<file path="src/rtl/prof_rec_filter.sv">
module prof_rec_filter #(
  parameter int EVT_W = 12,
  parameter int LAT_W = 12,
  parameter int CNT_W = 16
) (
  input  logic             clk,
  input  logic             rst_n,
  input  logic             in_valid,
  output logic             in_ready,
  input  logic [1:0]       in_kind,
  input  logic [EVT_W-1:0] in_events,
  input  logic [LAT_W-1:0] in_latency,
  input  logic [2:0]       cfg_type_en,
  input  logic [EVT_W-1:0] cfg_evt_mask,
  input  logic [LAT_W-1:0] cfg_min_lat,
  output logic             out_valid,
  input  logic             out_ready,
  output logic [1:0]       out_kind,
  output logic [EVT_W-1:0] out_events,
  output logic [LAT_W-1:0] out_latency,
  output logic [CNT_W-1:0] discard_count
);
  localparam logic [1:0] KIND_BR = 2'd1;
  localparam logic [1:0] KIND_LD = 2'd2;
  localparam logic [1:0] KIND_ST = 2'd3;
  localparam logic [CNT_W-1:0] CNT_MAX = '1;

  logic type_ok, evt_ok, lat_ok, keep, take;

  assign type_ok = (cfg_type_en == 3'b000)
                || (cfg_type_en[0] && in_kind == KIND_BR)
                || (cfg_type_en[1] && in_kind == KIND_LD)
                || (cfg_type_en[2] && in_kind == KIND_ST);
  assign evt_ok  = (in_events & cfg_evt_mask) == cfg_evt_mask;
  assign lat_ok  = in_latency >= cfg_min_lat;
  assign keep    = type_ok && evt_ok && lat_ok;

  assign in_ready = !out_valid || out_ready;
  assign take     = in_valid && in_ready;

  always_ff @(posedge clk) begin
    if (!rst_n) begin
      out_valid     <= 1'b0;
      out_kind      <= '0;
      out_events    <= '0;
      out_latency   <= '0;
      discard_count <= '0;
    end else begin
      if (in_ready)
        out_valid <= take && keep;
      if (take && keep) begin
        out_kind    <= in_kind;
        out_events  <= in_events;
        out_latency <= in_latency;
      end
      if (take && !keep && discard_count != CNT_MAX)
        discard_count <= discard_count + 1'b1;
    end
  end
endmodule

</file>
<file path="config.mk">
export PLATFORM = sky130hd
export DESIGN_NAME = prof_rec_filter
export DESIGN_NICKNAME = d
export VERILOG_FILES = /design/src/rtl/prof_rec_filter.sv
export SDC_FILE = /design/constraint.sdc
export NUM_CORES = 1
export LEC_CHECK = 0
export ABC_AREA = 1
export ABC_CLOCK_PERIOD_IN_PS = 1700
export BUFFER_PORTS_ARGS = -buffer_cell sky130_fd_sc_hd__buf_4
export CAP_MARGIN = 0
export CORE_ASPECT_RATIO = 1.1
export CORE_MARGIN = 1.5
export CORE_UTILIZATION = 46
export CTS_BUF_LIST = sky130_fd_sc_hd__clkbuf_8
export CTS_CLUSTER_DIAMETER = 50
export DETAILED_ROUTE_END_ITERATION = 6
export GPL_TIMING_DRIVEN = 0
export PLACE_DENSITY_LB_ADDON = 0.15
export SLEW_MARGIN = 20
export SYNTH_ARGS = -nofsm -noshare
export SYNTH_HDL_FRONTEND = slang
export SYNTH_SLANG_ARGS = --single-unit
</file>
<file path="constraint.sdc">
create_clock -name clk -period 1.7 [get_ports clk]
set_clock_uncertainty 0.1 [all_clocks]
set_input_delay 0.17 -clock clk [delete_from_list [all_inputs] [get_ports clk]]
set_output_delay 0.17 -clock clk [all_outputs]
set_load 0.05 [all_outputs]
</file>
# Yosys cells after proc, flatten, opt, wreduce, memory -nomap -nowiden
# Index checks and enable logic that the tools add are counted.
# word_totals
regBits	43
input_bits	57
output_inout_bits	44
# classes
n_addsub	1
order_cmp	1
eq_ne	5
n_bitwise	1
reduce_logical	16
# op_table
operator	count
16-bit by 1-bit adder with 16-bit output (second input constant)	1
16-bit != test (second input constant)	1
12-bit bitwise AND	1
12-bit equality test	1
12-bit >= comparator	1
1-bit logical AND	9
2-bit equality test (second input constant)	2
1-bit logical OR	4
3-bit zero test	1
2-bit by 1-bit equality test with 1-bit output (second input constant)	1
1-bit zero test	2

# Logic depth before layout (Yosys ltp)
# Gate-level depths: netlist of the first run.
# logic_depth
word_depth	10
depth_mapped	14
depth_no_buf	13

# Least setup slack after synthesis of the first run
# OpenSTA, ideal clock, no wires.
# synth_timing
kind	register -> register
from	register discard_count[0]
to	register discard_count[5]
t_arrival_ps	1857
t_required_ps	1457
slack_ps	-401
stages_incl_launch_ff	10
path_buffers	1
period_less_slack_ps	2101
path_cell_list	dfxtp_1 ha_1 nand2_1 nor2_4 nand4_2 nor2_4 nor2_4 buf_2 nand3_1 a21oi_2
# synth_between
elab_chain_len	2
elab_cells_between_ends	3
# synth_rtl
item	line	text
start: declaration	21	output logic [CNT_W-1:0] discard_count
start signal: assignment	57	discard_count <= discard_count + 1'b1;
branches (longest 2 deep; another with 16-bit by 1-bit adder with 16-bit output)	-	
# Parallel ways; which one is timed is not known.
# A chain may end at the register's enable or synchronous reset.

# Worst setup path in the final report of the first run
# layout_timing
from	input port in_latency[11]
to	register out_events[9]
# layout_between
elab_chain_len	3
# layout_rtl
item	line	text
start: declaration	12	input logic [LAT_W-1:0] in_latency,
12-bit >= comparator	35	assign lat_ok = in_latency >= cfg_min_lat;
1-bit logical AND	36	assign keep = type_ok && evt_ok && lat_ok;
1-bit logical AND	51	if (take && keep) begin
end signal: assignment	53	out_events <= in_events;
end: declaration	19	output logic [EVT_W-1:0] out_events,
# No other way between the ends.

==> run_results.csv, run 1 <==
group,metric,value,unit
floorplanning,start_util,0.476,
synthesis,syn-num-nets,470,
critical_path,crit_required,1.82,ns
synthesis,syn_inst,400,
final_layout,layout-drive-gt1-share,0.303,
critical_path,r2r_setup_slack,0.11,ns
final_layout,nFillCells,521,
critical_path,worstReg2RegEnd,"discard_count[11]$_SDFFE_PN0P_",
final_layout,nets,578,
critical_path,startpoint,"in_latency[11]",
sta,worstMarginPinSlew,0.717,ns
critical_path,crit_path_cell_trace,"buf_4, ha_1, nand2_1, nor2_2, nand2_1, nor2_1, nand2_1, nand2_2, nand3b_4, buf_2, nand2_1, nand2_1, nor2_1",
worst_hold_path,worstHoldStart,"in_events[5]",
placement,hpwl,4840,um
critical_path,slowest_delay,0.29,ns
sta,max_freq,0.622,GHz
sta,min_period,1.61,ns
global_routing,grt_pass1_vias,2537,
global_routing,grt_antenna_before_repair,0,
worst_hold_path,hold_path_class,"in -> reg",
critical_path,worstSetupPathType,"in -> reg",
power,pwr-share-seq,0.510,
placement,preCtsSetupSlack,-0.318,ns
run,cap_viol_max_count,0,
clock_network,hold_buffers,0,
clock_network,clk_pin_slew,0.08,ns
final_layout,diodes,0,
sta,fin_ws,0.0926,ns
clock_network,cts_buffers,5,
detailed_routing,finalWirelength,6160,um
worst_hold_path,hold_depth,3,
critical_path,critPathBufInv,2,
clock_network,cts_tree,"done",
power,p_int,1480,uW
critical_path,crit_family,"simple AND/OR/NAND/NOR gates",
global_routing,grt_overflow_total,0,
detailed_routing,vias,2658,
synthesis,yosysWarningCount,0,
clock_network,cts-htree-levels,2,
sta,rsz0062_at_grt,"no",
worst_hold_path,holdPathEnd,"out_events[5]$_SDFFE_PN0P_",
floorplanning,placementRows,28,
global_routing,grt_start_max_net_pins,14,
placement,dp_cells,574,
final_layout,stdcell_count,584,
sta,final-setup-viol-count,0,
power,p_per_area,553,nW/um2
floorplanning,ios,101,
detailed_routing,drcViolationCount,0,
placement,io_buffers,99,
floorplanning,die-width,74.2,um
power,irDropWorstVdd,0.412,mV
sta,relSlewSlack,0.522,
critical_path,path_common_cell,"nand2_1",
critical_path,cp_max_fo,10,
detailed_routing,ant_nets,0,
detailed_routing,drt_pass1_iterations,4,
detailed_routing,wire_per_inst,10.5,um
critical_path,r2r_cells,9,
synthesis,synth-seq-area-share,0.335,
clock_network,clock_path_buffers,2,
placement,dpl_cell_area,3460,um2
power,sw_frac_of_total,0.254,
global_routing,groute.usage.overall,0.218,
synthesis,netlist_area,2570,um2
global_routing,grt_first_pass_wirelength,10500,um
sta,finalHoldViolCount,0,
detailed_routing,viasPerCell,4.55,
clock_network,clkSinkCount,43,
power,power_frac_clock,0.332,
outcome,status,"finished, final reports clean",
power,combPwrFrac,0.159,
critical_path,slowest_stage,"ha_1",
floorplanning,coreArea,5400,um2
critical_path,cp-end-kind,"flip-flop",
critical_path,worstPathArrival,1.73,ns
clock_network,clkLatencyLatePin,0.29,ns
floorplanning,dieArea,6040,um2
sta,final_max_slew_viol_count,0,
critical_path,timing.rr.start,"discard_count[0]$_SDFFE_PN0P_",
sta,fin_crit_sh,0.946,
synthesis,ys_types,24,
final_layout,area_delta_synth_final,40.1,%
clock_network,cts-root-buf,"clkbuf_8",
floorplanning,die_y,81.3,um
synthesis,postSynthAreaPerCell,6.42,um2
placement,place.gp.congestion,0.906,
power,p_sw,506,uW
final_layout,final_area,3590,um2
power,power_leakage,0.00195,uW
synthesis,yosys_register_bits,43,
detailed_routing,drt_iter0_markers,127,
critical_path,startpoint_type,"primary input",
synthesized netlist by cell type:
library cell  number  area, um2
nand2_1          125        469
nor2_1            71        267
inv_1             62        233
dfxtp_1           43        861
nand3_1           25        125
ha_1              13        163
a21oi_1           12       60.1
a21oi_2           10       87.6
buf_2              7       35.0
xnor2_1            7       61.3
xor2_1             7       61.3
clkbuf_1           4       15.0
nor2_4             3       33.8
buf_6              1       11.3
clkinv_1           1       3.75
inv_2              1       3.75
nand2_2            1       6.26
nand2_8            1       20.0
nand3b_1           1       7.51
nand3b_2           1       11.3
nand4_2            1       12.5
nor2_2             1       6.26
o21a_1             1       7.51
o21ai_1            1       5.00
what timing repair did:
action                                  CTS  global route
gates cloned                              0             0
setup buffers                             3             0
endpoints found under the setup margin   19            38
resized for setup                         1            12
pin swaps                                 2             2
registers in the layout (all words and copies together), names as in the netlist:
signal / count
out_valid: 1
out_kind: 2
out_latency: 12
out_events: 12
discard_count: 16
worst register-to-register path, cell delays in order, from the launching register on:
cell and delay [ns]:
dfxtp_4 0.38, ha_4 0.14, nand2_2 0.08, nor2_4 0.13
nand4_2 0.11, nor2_4 0.13, nor2_4 0.07, buf_6 0.14
nand3_1 0.10, a21oi_2 0.06
how the worst max path moves through the flow:
stage / depth (start not counted) / to / slack (ns)
floorplan: 10 / discard_count[12]$_SDFFE_PN0P_ / 0.001
detailed placement: 12 / out_events[3]$_SDFFE_PN0P_ / -0.32
CTS: 10 / discard_count[9]$_SDFFE_PN0P_ / 0.02
global placement: 12 / out_events[3]$_SDFFE_PN0P_ / -0.33
finish: 13 / out_events[9]$_SDFFE_PN0P_ / 0.09
global route: 13 / out_latency[3]$_SDFFE_PN0P_ / 0.0009
placed cells by master, fill, tap and decap left out:
cell type | Yosys | layout
nand3b_4 | 0 | 1
clkbuf_1 | 4 | 3
nand2_1 | 125 | 122
nor2_4 | 3 | 3
a21oi_1 | 12 | 12
o21a_1 | 1 | 1
nand2_4 | 0 | 1
dfxtp_1 | 43 | 30
xor2_1 | 7 | 7
ha_4 | 0 | 1
xnor2_1 | 7 | 7
clkbuf_8 | 0 | 6
nand3b_1 | 1 | 1
nor2_1 | 71 | 70
nand2_2 | 1 | 3
nand4_2 | 1 | 1
buf_6 | 1 | 2
inv_2 | 1 | 1
o21ai_1 | 1 | 1
ha_1 | 13 | 12
nand3_1 | 25 | 25
a21oi_2 | 10 | 10
nand2_8 | 1 | 1
nor2_2 | 1 | 2
clkinv_2 | 0 | 1
inv_1 | 62 | 63
buf_4 | 0 | 104
buf_2 | 7 | 4
dfxtp_2 | 0 | 6
dfxtp_4 | 0 | 7
clkinv_1 | 1 | 1
layout make-up:
class                   count  area (um2)  share of cell area
multi-input cells         281        1440               0.401
plain buffers              11        68.8              0.0191
clock inverters             2        8.76             0.00244
well taps                  75        93.8              0.0261
repair buffers            102         766               0.213
flip-flops and latches     43         895               0.249
inverters                  64         240              0.0668
clock buffers               6        82.6              0.0230
metrics by stage:
step	total power [uW]	utilization	hold slack [ns]	TNS (ns)
detailed placement	1350	0.641	0.309	-9.71
CTS	2010	0.663	0.00516	0
floorplan	1200	-	0.205	0
global route	2090	0.666	0.0136	0
global placement	1340	0.641	0.302	-9.72
finish	1990	0.666	0.00859	0
kinds of logic (layout without fill, tap and decap cells):
group / Yosys count / count (layout) / share of synthesized area
simple gates: 230 / 230 / 0.373
buf+inv: 76 / 185 / 0.117
flops: 43 / 43 / 0.335
compound gates: 24 / 24 / 0.0624
xor+xnor: 14 / 14 / 0.0478
fa+ha+maj: 13 / 13 / 0.0634
power by group through the flow:
stage	sequential, uW	combinational (uW)	clock [uW]
after floorplan	1060	136	0
after global placement	1040	303	0
after global routing	1010	356	725
after CTS	1010	316	681
after detailed placement	1040	311	0
final	1010	315	659
routing by layer:
metal  routed length [um]  global-route usage  vias to the layer above
met5                    0                   0                        -
met1                 2650               0.250                     1151
met2                 3050               0.404                       81
met3                  360              0.0459                        9
met4                   94              0.0618                        0
li1                     -                   -                     1417
No activity file was read; power rests on OpenSTA's default activity.
==> run 2: changes to the inputs <==
--- a/config.mk
+++ b/config.mk
@@ -17,6 +17,7 @@
 export DETAILED_ROUTE_END_ITERATION = 6
 export GPL_TIMING_DRIVEN = 0
 export PLACE_DENSITY_LB_ADDON = 0.15
+export SETUP_SLACK_MARGIN = 0.15
 export SLEW_MARGIN = 20
 export SYNTH_ARGS = -nofsm -noshare
 export SYNTH_HDL_FRONTEND = slang
==> run_results.csv, run 2 (same netlist as run 1, synthesis figures left out) <==
group,metric,value,unit
final_layout,layout-drive-gt1-share,0.382,
final_layout,diodes,0,
power,power_leakage,0.00215,uW
power,combPwrFrac,0.201,
clock_network,cts-htree-levels,2,
final_layout,final_common_cell,"nand2_1",
detailed_routing,drcViolationCount,0,
detailed_routing,vias,2800,
sta,fin_tns_setup,0,ns
outcome,status,"finished, final reports clean",
final_layout,multiInputGateArea,1650,um2
floorplanning,die-width,74.2,um
sta,max_freq,0.624,GHz
detailed_routing,drt_pass1_iterations,4,
final_layout,post-route-util,0.750,
floorplanning,coreArea,5400,um2
floorplanning,start_util,0.476,
critical_path,startpoint,"cfg_min_lat[11]",
floorplanning,ios,101,
final_layout,final_cell_mix,"107 x nand2_1, 105 x buf_4, 65 x nor2_1, 59 x inv_1, 27 x dfxtp_1",
critical_path,startpoint_type,"primary input",
final_layout,nets,595,
detailed_routing,drt_iter0_markers,108,
sta,final-setup-viol-count,0,
detailed_routing,viasPerCell,4.66,
final_layout,nFillCells,427,
floorplanning,die_y,81.3,um
power,p_sw,559,uW
power,irDropWorstVdd,0.350,mV
clock_network,clkLatencyLatePin,0.30,ns
sta,worstMarginPinSlew,0.703,ns
clock_network,clkSinkCount,43,
floorplanning,placementRows,28,
final_layout,area_delta_synth_final,57.7,%
power,p_int,1490,uW
final_layout,regMostFlops,"discard_count",
critical_path,timing.rr.start,"discard_count[1]$_SDFFE_PN0P_",
sta,min_period,1.60,ns
floorplanning,dieArea,6040,um2
critical_path,worstPathArrival,1.73,ns
global_routing,grt_start_max_net_pins,13,
power,power_frac_clock,0.305,
sta,rsz0062_at_grt,"yes",
sta,finalHoldViolCount,0,
power,sw_frac_of_total,0.273,
sta,fin_crit_sh,0.943,
run,cap_viol_max_count,0,
sta,final_max_slew_viol_count,0,
placement,io_buffers,99,
global_routing,groute.usage.overall,0.224,
clock_network,cts_tree,"done",
power,p_per_area,505,nW/um2
worst_hold_path,worstHoldStart,"in_events[6]",
worst_hold_path,hold_path_class,"in -> reg",
clock_network,clock_path_buffers,2,
clock_network,cts-root-buf,"clkbuf_8",
clock_network,cts_buffers,5,
global_routing,grt_first_pass_wirelength,10500,um
critical_path,crit_required,1.83,ns
detailed_routing,finalWirelength,7530,um
placement,place.gp.congestion,0.905,
global_routing,grt_overflow_total,0,
global_routing,grt_pass1_vias,2494,
power,pwr-share-seq,0.494,
sta,relSlewSlack,0.531,
critical_path,cp-end-kind,"flip-flop",
critical_path,worstSetupPathType,"in -> reg",
detailed_routing,ant_nets,0,
final_layout,top_regs,"discard_count x16, out_events x12, out_latency x12",
final_layout,largest_reg_flops,16,
final_layout,seqCellArea,898,um2
detailed_routing,wire_per_inst,12.5,um
global_routing,grt_antenna_before_repair,0,
clock_network,clk_pin_slew,0.08,ns
placement,hpwl,5030,um
sta,whs,0.000648,ns
critical_path,cp_max_fo,7,
## run 2: changes by cell type in the layout (fill, tap and decap cells not counted), moves of 4 or more
cell     change
nand2_1     -15
nand2_4     +10
buf_6        +9
ha_1         -5
ha_4         +5
nand2_2      +5
nor2_1       -5
inv_1        -4
## run 2: what timing repair did
action | 4_1_cts | 5_1_grt
gates resized for setup | 11 | 55
hold endpoints to repair | 0 | 2
cloned | 1 | 5
setup buffers | 7 | 4
hold buffers | 0 | 2
setup endpoints to repair | 38 | 43
pin swaps | 3 | 17
## run 2: power groups by stage
| stage | combinational [uW] | clock (uW) | sequential, uW |
|---|---|---|---|
| after CTS | 332 | 636 | 1010 |
| after global routing | 450 | 684 | 1010 |
| after global placement | 304 | 0 | 1040 |
| final | 411 | 623 | 1010 |
| after detailed placement | 312 | 0 | 1040 |
| after floorplan | 136 | 0 | 1060 |
## run 2: area by class of cell
cell class / instances / area share
multi-input combinational: 282 / 0.407
timing repair buffer: 117 / 0.239
sequential: 43 / 0.222
inverter: 64 / 0.0606
buffer: 12 / 0.0288
tap: 75 / 0.0232
clock buffer: 5 / 0.0170
clock inverter: 3 / 0.00278
## run 2: worst paths after layout
path | endpoint | slack [ns] | depth (start not counted)
worst max-delay path | out_latency[7]$_SDFFE_PN0P_ | 0.1 | 14
worst min-delay path | out_events[6]$_SDFFE_PN0P_ | 0.0006 | 3
worst max register to register | discard_count[13]$_SDFFE_PN0P_ | 0.12 | 10
worst min register to register | out_valid$_SDFFE_PN0N_ | 0.39 | 2
## run 2: stage by stage
stage | instances | power [uW] | setup WS, ns | area (um2)
floorplan | 400 | 1200 | 0.0298 | 2660
global placement | 574 | 1340 | -0.260 | 3500
detailed placement | 574 | 1350 | -0.312 | 3500
CTS | 590 | 1980 | 0.0956 | 3690
global route | 601 | 2150 | -0.00747 | 4050
finish | 601 | 2040 | 0.0977 | 4050
## run 2: layer usage
layer  global-route usage  vias up  part of all wire
li1                     -     1453                 -
met1                0.241     1250              0.38
met2                0.415       85              0.54
met3               0.0558       12             0.065
met4               0.0855        0             0.017
met5                    0        -                 0
## run 2: worst max-delay path: stages
cell	delay [ns]
buf_4	0.08
inv_2	0.03
ha_4	0.27
nand2_4	0.06
nor2_4	0.10
nand2_1	0.06
nor2_1	0.11
nand2_1	0.10
nand2_4	0.12
nand3b_4	0.18
buf_8	0.19
nand2_1	0.07
nand2_1	0.07
nor2_1	0.12
